--- src/rtl/gpio_setclr_ctrl.sv ---
module gpio_setclr_ctrl #(
  parameter int WIDTH      = 8,
  parameter int HAS_SET    = 1,
  parameter int HAS_CLR    = 1,
  parameter int DIR_IN_POL = 0,
  parameter int READ_ONLY  = 0,
  parameter int BIG_ENDIAN = 0
) (
  input  logic             clk,
  input  logic             rst_n,
  input  logic [1:0]       bus_addr,
  input  logic             bus_we,
  input  logic [WIDTH-1:0] bus_wdata,
  input  logic             bus_re,
  output logic [WIDTH-1:0] bus_rdata,
  output logic [WIDTH-1:0] gpio_out,
  output logic [WIDTH-1:0] gpio_oe,
  input  logic [WIDTH-1:0] gpio_in
);
  localparam int NBYTES = WIDTH / 8;
  localparam logic [1:0] A_DAT = 2'd0, A_SET = 2'd1, A_CLR = 2'd2, A_DIR = 2'd3;
  localparam logic [WIDTH-1:0] DIR_RST = (DIR_IN_POL != 0) ? {WIDTH{1'b1}} : {WIDTH{1'b0}};
  localparam bit SET_ON = (HAS_SET != 0) && (READ_ONLY == 0);
  localparam bit CLR_ON = (HAS_CLR != 0) && (READ_ONLY == 0);
  localparam bit DAT_ON = (HAS_SET == 0) && (READ_ONLY == 0);

  function automatic logic [WIDTH-1:0] lanes(input logic [WIDTH-1:0] v);
    logic [WIDTH-1:0] r;
    r = v;
    if (BIG_ENDIAN != 0)
      for (int b = 0; b < NBYTES; b++) r[8*b +: 8] = v[8*(NBYTES-1-b) +: 8];
    return r;
  endfunction

  logic [WIDTH-1:0] latch_q, latch_d, dir_q, sync1_q, sync2_q, rd_mux, wdat;
  logic wr_dat, wr_set, wr_clr;

  assign wdat   = lanes(bus_wdata);
  assign wr_dat = bus_we && (bus_addr == A_DAT) && DAT_ON;
  assign wr_set = bus_we && (bus_addr == A_SET) && SET_ON;
  assign wr_clr = bus_we && (bus_addr == A_CLR) && CLR_ON;

  always_comb begin
    latch_d = latch_q;
    if (wr_dat) latch_d = wdat;
    if (wr_set) latch_d = (HAS_CLR != 0) ? (latch_q | wdat) : wdat;
    if (wr_clr) latch_d = latch_d & ~wdat;
  end

  always_comb begin
    case (bus_addr)
      A_DAT:   rd_mux = sync2_q;
      A_SET:   rd_mux = (HAS_SET != 0) ? latch_q : '0;
      A_CLR:   rd_mux = (HAS_CLR != 0) ? latch_q : '0;
      default: rd_mux = dir_q;
    endcase
  end

  always_ff @(posedge clk or negedge rst_n) begin
    if (!rst_n) begin
      latch_q   <= '0;
      dir_q     <= DIR_RST;
      sync1_q   <= '0;
      sync2_q   <= '0;
      bus_rdata <= '0;
    end else begin
      latch_q <= latch_d;
      sync1_q <= gpio_in;
      sync2_q <= sync1_q;
      if (bus_we && bus_addr == A_DIR) dir_q <= wdat;
      if (bus_re) bus_rdata <= lanes(rd_mux);
    end
  end

  assign gpio_out = latch_q;
  assign gpio_oe  = (READ_ONLY != 0) ? '0 : ((DIR_IN_POL != 0) ? ~dir_q : dir_q);

  // data reads return the second synchronizer stage one cycle later
  a_r2_read_sync: assert property (@(posedge clk) disable iff (!rst_n)
    (bus_re && bus_addr == A_DAT) |=> bus_rdata == lanes($past(sync2_q)));

  a_r2_sync_chain: assert property (@(posedge clk) disable iff (!rst_n)
    $past(rst_n) |-> sync2_q == $past(sync1_q));

  // latch moves only on a write strobe
  a_r12_idle_stable: assert property (@(posedge clk) disable iff (!rst_n)
    !bus_we |=> $stable(gpio_out));

  generate
    if (SET_ON && HAS_CLR != 0) begin : g_set_chk
      // written ones end up high, other bits untouched
      a_r3_set_ones: assert property (@(posedge clk) disable iff (!rst_n)
        (bus_we && bus_addr == A_SET) |=>
          ((gpio_out & lanes($past(bus_wdata))) == lanes($past(bus_wdata))) &&
          ((gpio_out & ~lanes($past(bus_wdata))) == ($past(gpio_out) & ~lanes($past(bus_wdata)))));
    end
    if (CLR_ON) begin : g_clr_chk
      // written ones end up low, other bits untouched
      a_r4_clr_ones: assert property (@(posedge clk) disable iff (!rst_n)
        (bus_we && bus_addr == A_CLR) |=>
          ((gpio_out & lanes($past(bus_wdata))) == '0) &&
          ((gpio_out & ~lanes($past(bus_wdata))) == ($past(gpio_out) & ~lanes($past(bus_wdata)))));
    end
    if (SET_ON && HAS_CLR == 0) begin : g_load_chk
      // set register loads directly when no clear register exists
      a_r5_set_loads: assert property (@(posedge clk) disable iff (!rst_n)
        (bus_we && bus_addr == A_SET) |=> gpio_out == lanes($past(bus_wdata)));
    end
    if (READ_ONLY != 0) begin : g_ro_chk
      // no write moves the pins and no driver is enabled
      a_r9_ro_frozen: assert property (@(posedge clk) disable iff (!rst_n)
        bus_we |=> $stable(gpio_out) && gpio_oe == '0);
    end
  endgenerate
endmodule

--- config.mk ---
export PLATFORM = sky130hd
export DESIGN_NAME = gpio_setclr_ctrl
export DESIGN_NICKNAME = d
export VERILOG_FILES = /design/src/rtl/gpio_setclr_ctrl.sv
export SDC_FILE = /design/constraint.sdc
export NUM_CORES = 1
export LEC_CHECK = 0
export ABC_AREA = 1
export BUFFER_PORTS_ARGS = -buffer_cell sky130_fd_sc_hd__clkbuf_2
export CAP_MARGIN = 20
export CORE_UTILIZATION = 45
export CTS_BUF_LIST = sky130_fd_sc_hd__clkbuf_4
export DETAILED_ROUTE_END_ITERATION = 6
export PLACE_DENSITY_LB_ADDON = 0.12
export SLEW_MARGIN = 20
export SYNTH_ARGS = -nofsm -noshare
export SYNTH_HDL_FRONTEND = slang
export SYNTH_SLANG_ARGS = --single-unit
--- constraint.sdc ---
create_clock -name clk -period 1.8 [get_ports clk]
set_clock_uncertainty 0.2 [all_clocks]
set_input_delay 0.36 -clock clk [delete_from_list [all_inputs] [get_ports clk]]
set_output_delay 0.36 -clock clk [all_outputs]
set_load 0.05 [all_outputs]
==> results.json <==
{
  "status": "finished, final reports clean",
  "cts_buffers": 5,
  "grt-ovfl-total": 0,
  "worst-path-stages": 1,
  "initial_core_util": 0.484,
  "worstPathMaxFanout": 3,
  "ant_nets": 0,
  "path_cells": "clkbuf_2",
  "start_kind": "flip-flop",
  "final.fill_count": 307,
  "dieWidth_um": 63.1,
  "min_path_type": "in -> reg",
  "yosys-top-cells-area": "dfrtp_1 (60%), nand2_1 (11%), inv_1 (6.0%), a21oi_1 (4.8%), nand3_1 (4.8%)",
  "synth_compound_area_frac": 0.0894,
  "yosysUniqueCellTypes": 14,
  "htreeDepth": 2,
  "postCtsResizedCells": 0,
  "critPathArrivalTime_ns": 1.04,
  "cts_root_buf": "clkbuf_4",
  "antenna_found_initial": 0,
  "p_clk_frac": 0.192,
  "synth_top_cell_area_share": 0.596,
  "synth_xor_area_frac": 0,
  "max_stage_delay_ns": 0.41,
  "core_mm2": 0.00347,
  "hold_slack_ns": 0.0732,
  "final_util": 0.597,
  "place_congestion": 0.804,
  "cpMaxStageDelayCell": "dfrtp_1",
  "crit_type": "reg -> out",
  "vias_per_cell": 4.46,
  "rows": 21,
  "wl_mm": 3.28,
  "holdPathStages": 3,
  "internal_power_mw": 1.34,
  "synth_simple_gate_area_frac": 0.183,
  "hold_viol": 0,
  "grt_max_degree": 26,
  "clk_path_buf_depth": 2,
  "place_area_mm2": 0.00193,
  "finalSetupViolCount": 0,
  "avgSynthCellArea_um2": 9.44,
  "synth.cell_area_mm2": 0.00168,
  "dp_cells": 263,
  "p_per_area_mw_per_mm2": 1060,
  "ff2ff_path_depth": 4,
  "cts_sinks": 40,
  "antennaDiodeCount": 0,
  "drv_slew": 0,
  "crit_family": "flip-flops",
  "drtPass1Iterations": 4,
  "synth_top_family_by_area": "simple AND/OR/NAND/NOR gates",
  "tightest_slew_ns": 0.438,
  "cp-end-kind": "output pin",
  "ys_ff_latch": 40,
  "power.leakage_nw": 1.14,
  "combPwrFrac": 0.315,
  "cts.reportedPaths.clkPinSlew_ns": 0.11,
  "max_slew_margin": 0.708,
  "tns_ns": 0,
  "final_cell_mix": "nand2_1 (48), clkbuf_2 (45), dfrtp_1 (40)",
  "postSynthNetCount": 205,
  "hp-start": "bus_wdata[6]",
  "place_hpwl_mm": 2.42,
  "synth_fa_ha_area_frac": 0.0372,
  "final_layout_size_suffix_gt1_frac": 0.275,
  "muxShareOfSynthArea": 0,
  "ioPinCount": 46,
  "drt_iter0_drc": 76,
  "clk_latency_ns": 0.33,
  "fin_cells": 279,
  "max_freq_mhz": 625,
  "synthCells": 178,
  "yosysTopAreaCell": "dfrtp_1",
  "area_growth_pct": 23.2,
  "grt_first_pass_wirelength_mm": 5.44,
  "final_common_cell": "nand2_1",
  "dieArea_mm2": 0.00398,
  "rsz0062_at_grt": "no",
  "grt_pass1_vias": 1201,
  "timing.rr.end": "bus_rdata[1]",
  "drv_cap": 0,
  "wl_per_cell_um": 11.7,
  "fin_area_mm2": 0.00207,
  "period_minus_slack_ns": 1.60,
  "reg2reg_slack_ns": 0.79,
  "peakVddDrop_uv": 590,
  "ys_seq_area_frac": 0.596,
  "io_buffers": 45,
  "synth_warnings": 0,
  "period_share": 0.889,
  "vias": 1243,
  "p_sw_mw": 0.854,
  "die_h_um": 63.1,
  "cts_tree": "done",
  "seqPwrFrac": 0.493,
  "route.detailed.drc": 0,
  "swShare": 0.389,
  "grt_util_all_layers": 0.181,
  "critPathBufInv": 1,
  "crit_required_ns": 1.24,
  "nets": 260
}
-- routing by layer --
| metal | global-route usage | wire (µm) |
|---|---|---|
| met1 | 0.240 | 1580 |
| met4 | 0.0988 | 78 |
| met3 | 0.0471 | 150 |
| met2 | 0.269 | 1470 |
| met5 | 0 | 0 |
-- worst max-delay path by stage --
stage / start / end
after CTS: flip-flop / gpio_out[1]
after global placement: bus_addr[0] / bus_rdata[4]
after global routing: flip-flop / gpio_out[1]
after detailed placement: bus_addr[0] / bus_rdata[0]
final: flip-flop / gpio_out[1]
after floorplan: bus_addr[0] / bus_rdata[0]
-- Yosys cell counts --
master	instances
a21oi_1	16
buf_2	1
buf_6	3
clkbuf_2	3
dfrtp_1	40
ha_1	5
inv_1	27
inv_2	1
nand2_1	48
nand2_2	1
nand2_4	1
nand3_1	16
nor2_1	8
o21ai_2	8
-- power by group through the flow --
stage / logic (mW) / registers (mW) / clock network (mW)
after floorplan: 0.180 / 1.41 / 0
after detailed placement: 0.679 / 1.10 / 0
after CTS: 0.696 / 1.08 / 0.438
after global placement: 0.672 / 1.10 / 0
after global routing: 0.743 / 1.10 / 0.475
final: 0.691 / 1.08 / 0.421
-- what timing repair did --
action	in CTS	in global routing
endpoints found under the hold margin	23	0
hold buffers	9	0
buffers inserted	0	0
-- metrics by stage --
stage	power [mW]	setup WS (ns)
2_1_floorplan	1.59	0.441
3_5_place_dp	1.78	0.229
4_1_cts	2.22	0.189
3_3_place_gp	1.77	0.258
6_report	2.19	0.201
5_1_grt	2.31	0.152
-- kinds of logic (layout without fill, tap and decap cells) --
group	after synthesis	in the layout
compound gates	24	24
fa+ha+maj	5	5
buf+inv	35	90
flops	40	40
simple gates	74	74
-- final cells by class --
type / instances / area, µm² / share of cell area
sequential: 40 / 1000 / 0.484
multi-input combinational: 103 / 520 / 0.252
clock inverter: 1 / 5.00 / 0.00242
clock buffer: 6 / 45.0 / 0.0218
timing repair buffer: 55 / 335 / 0.162
tap: 46 / 57.6 / 0.0278
inverter: 28 / 105 / 0.0508
Power figures use the tool's default switching activity.
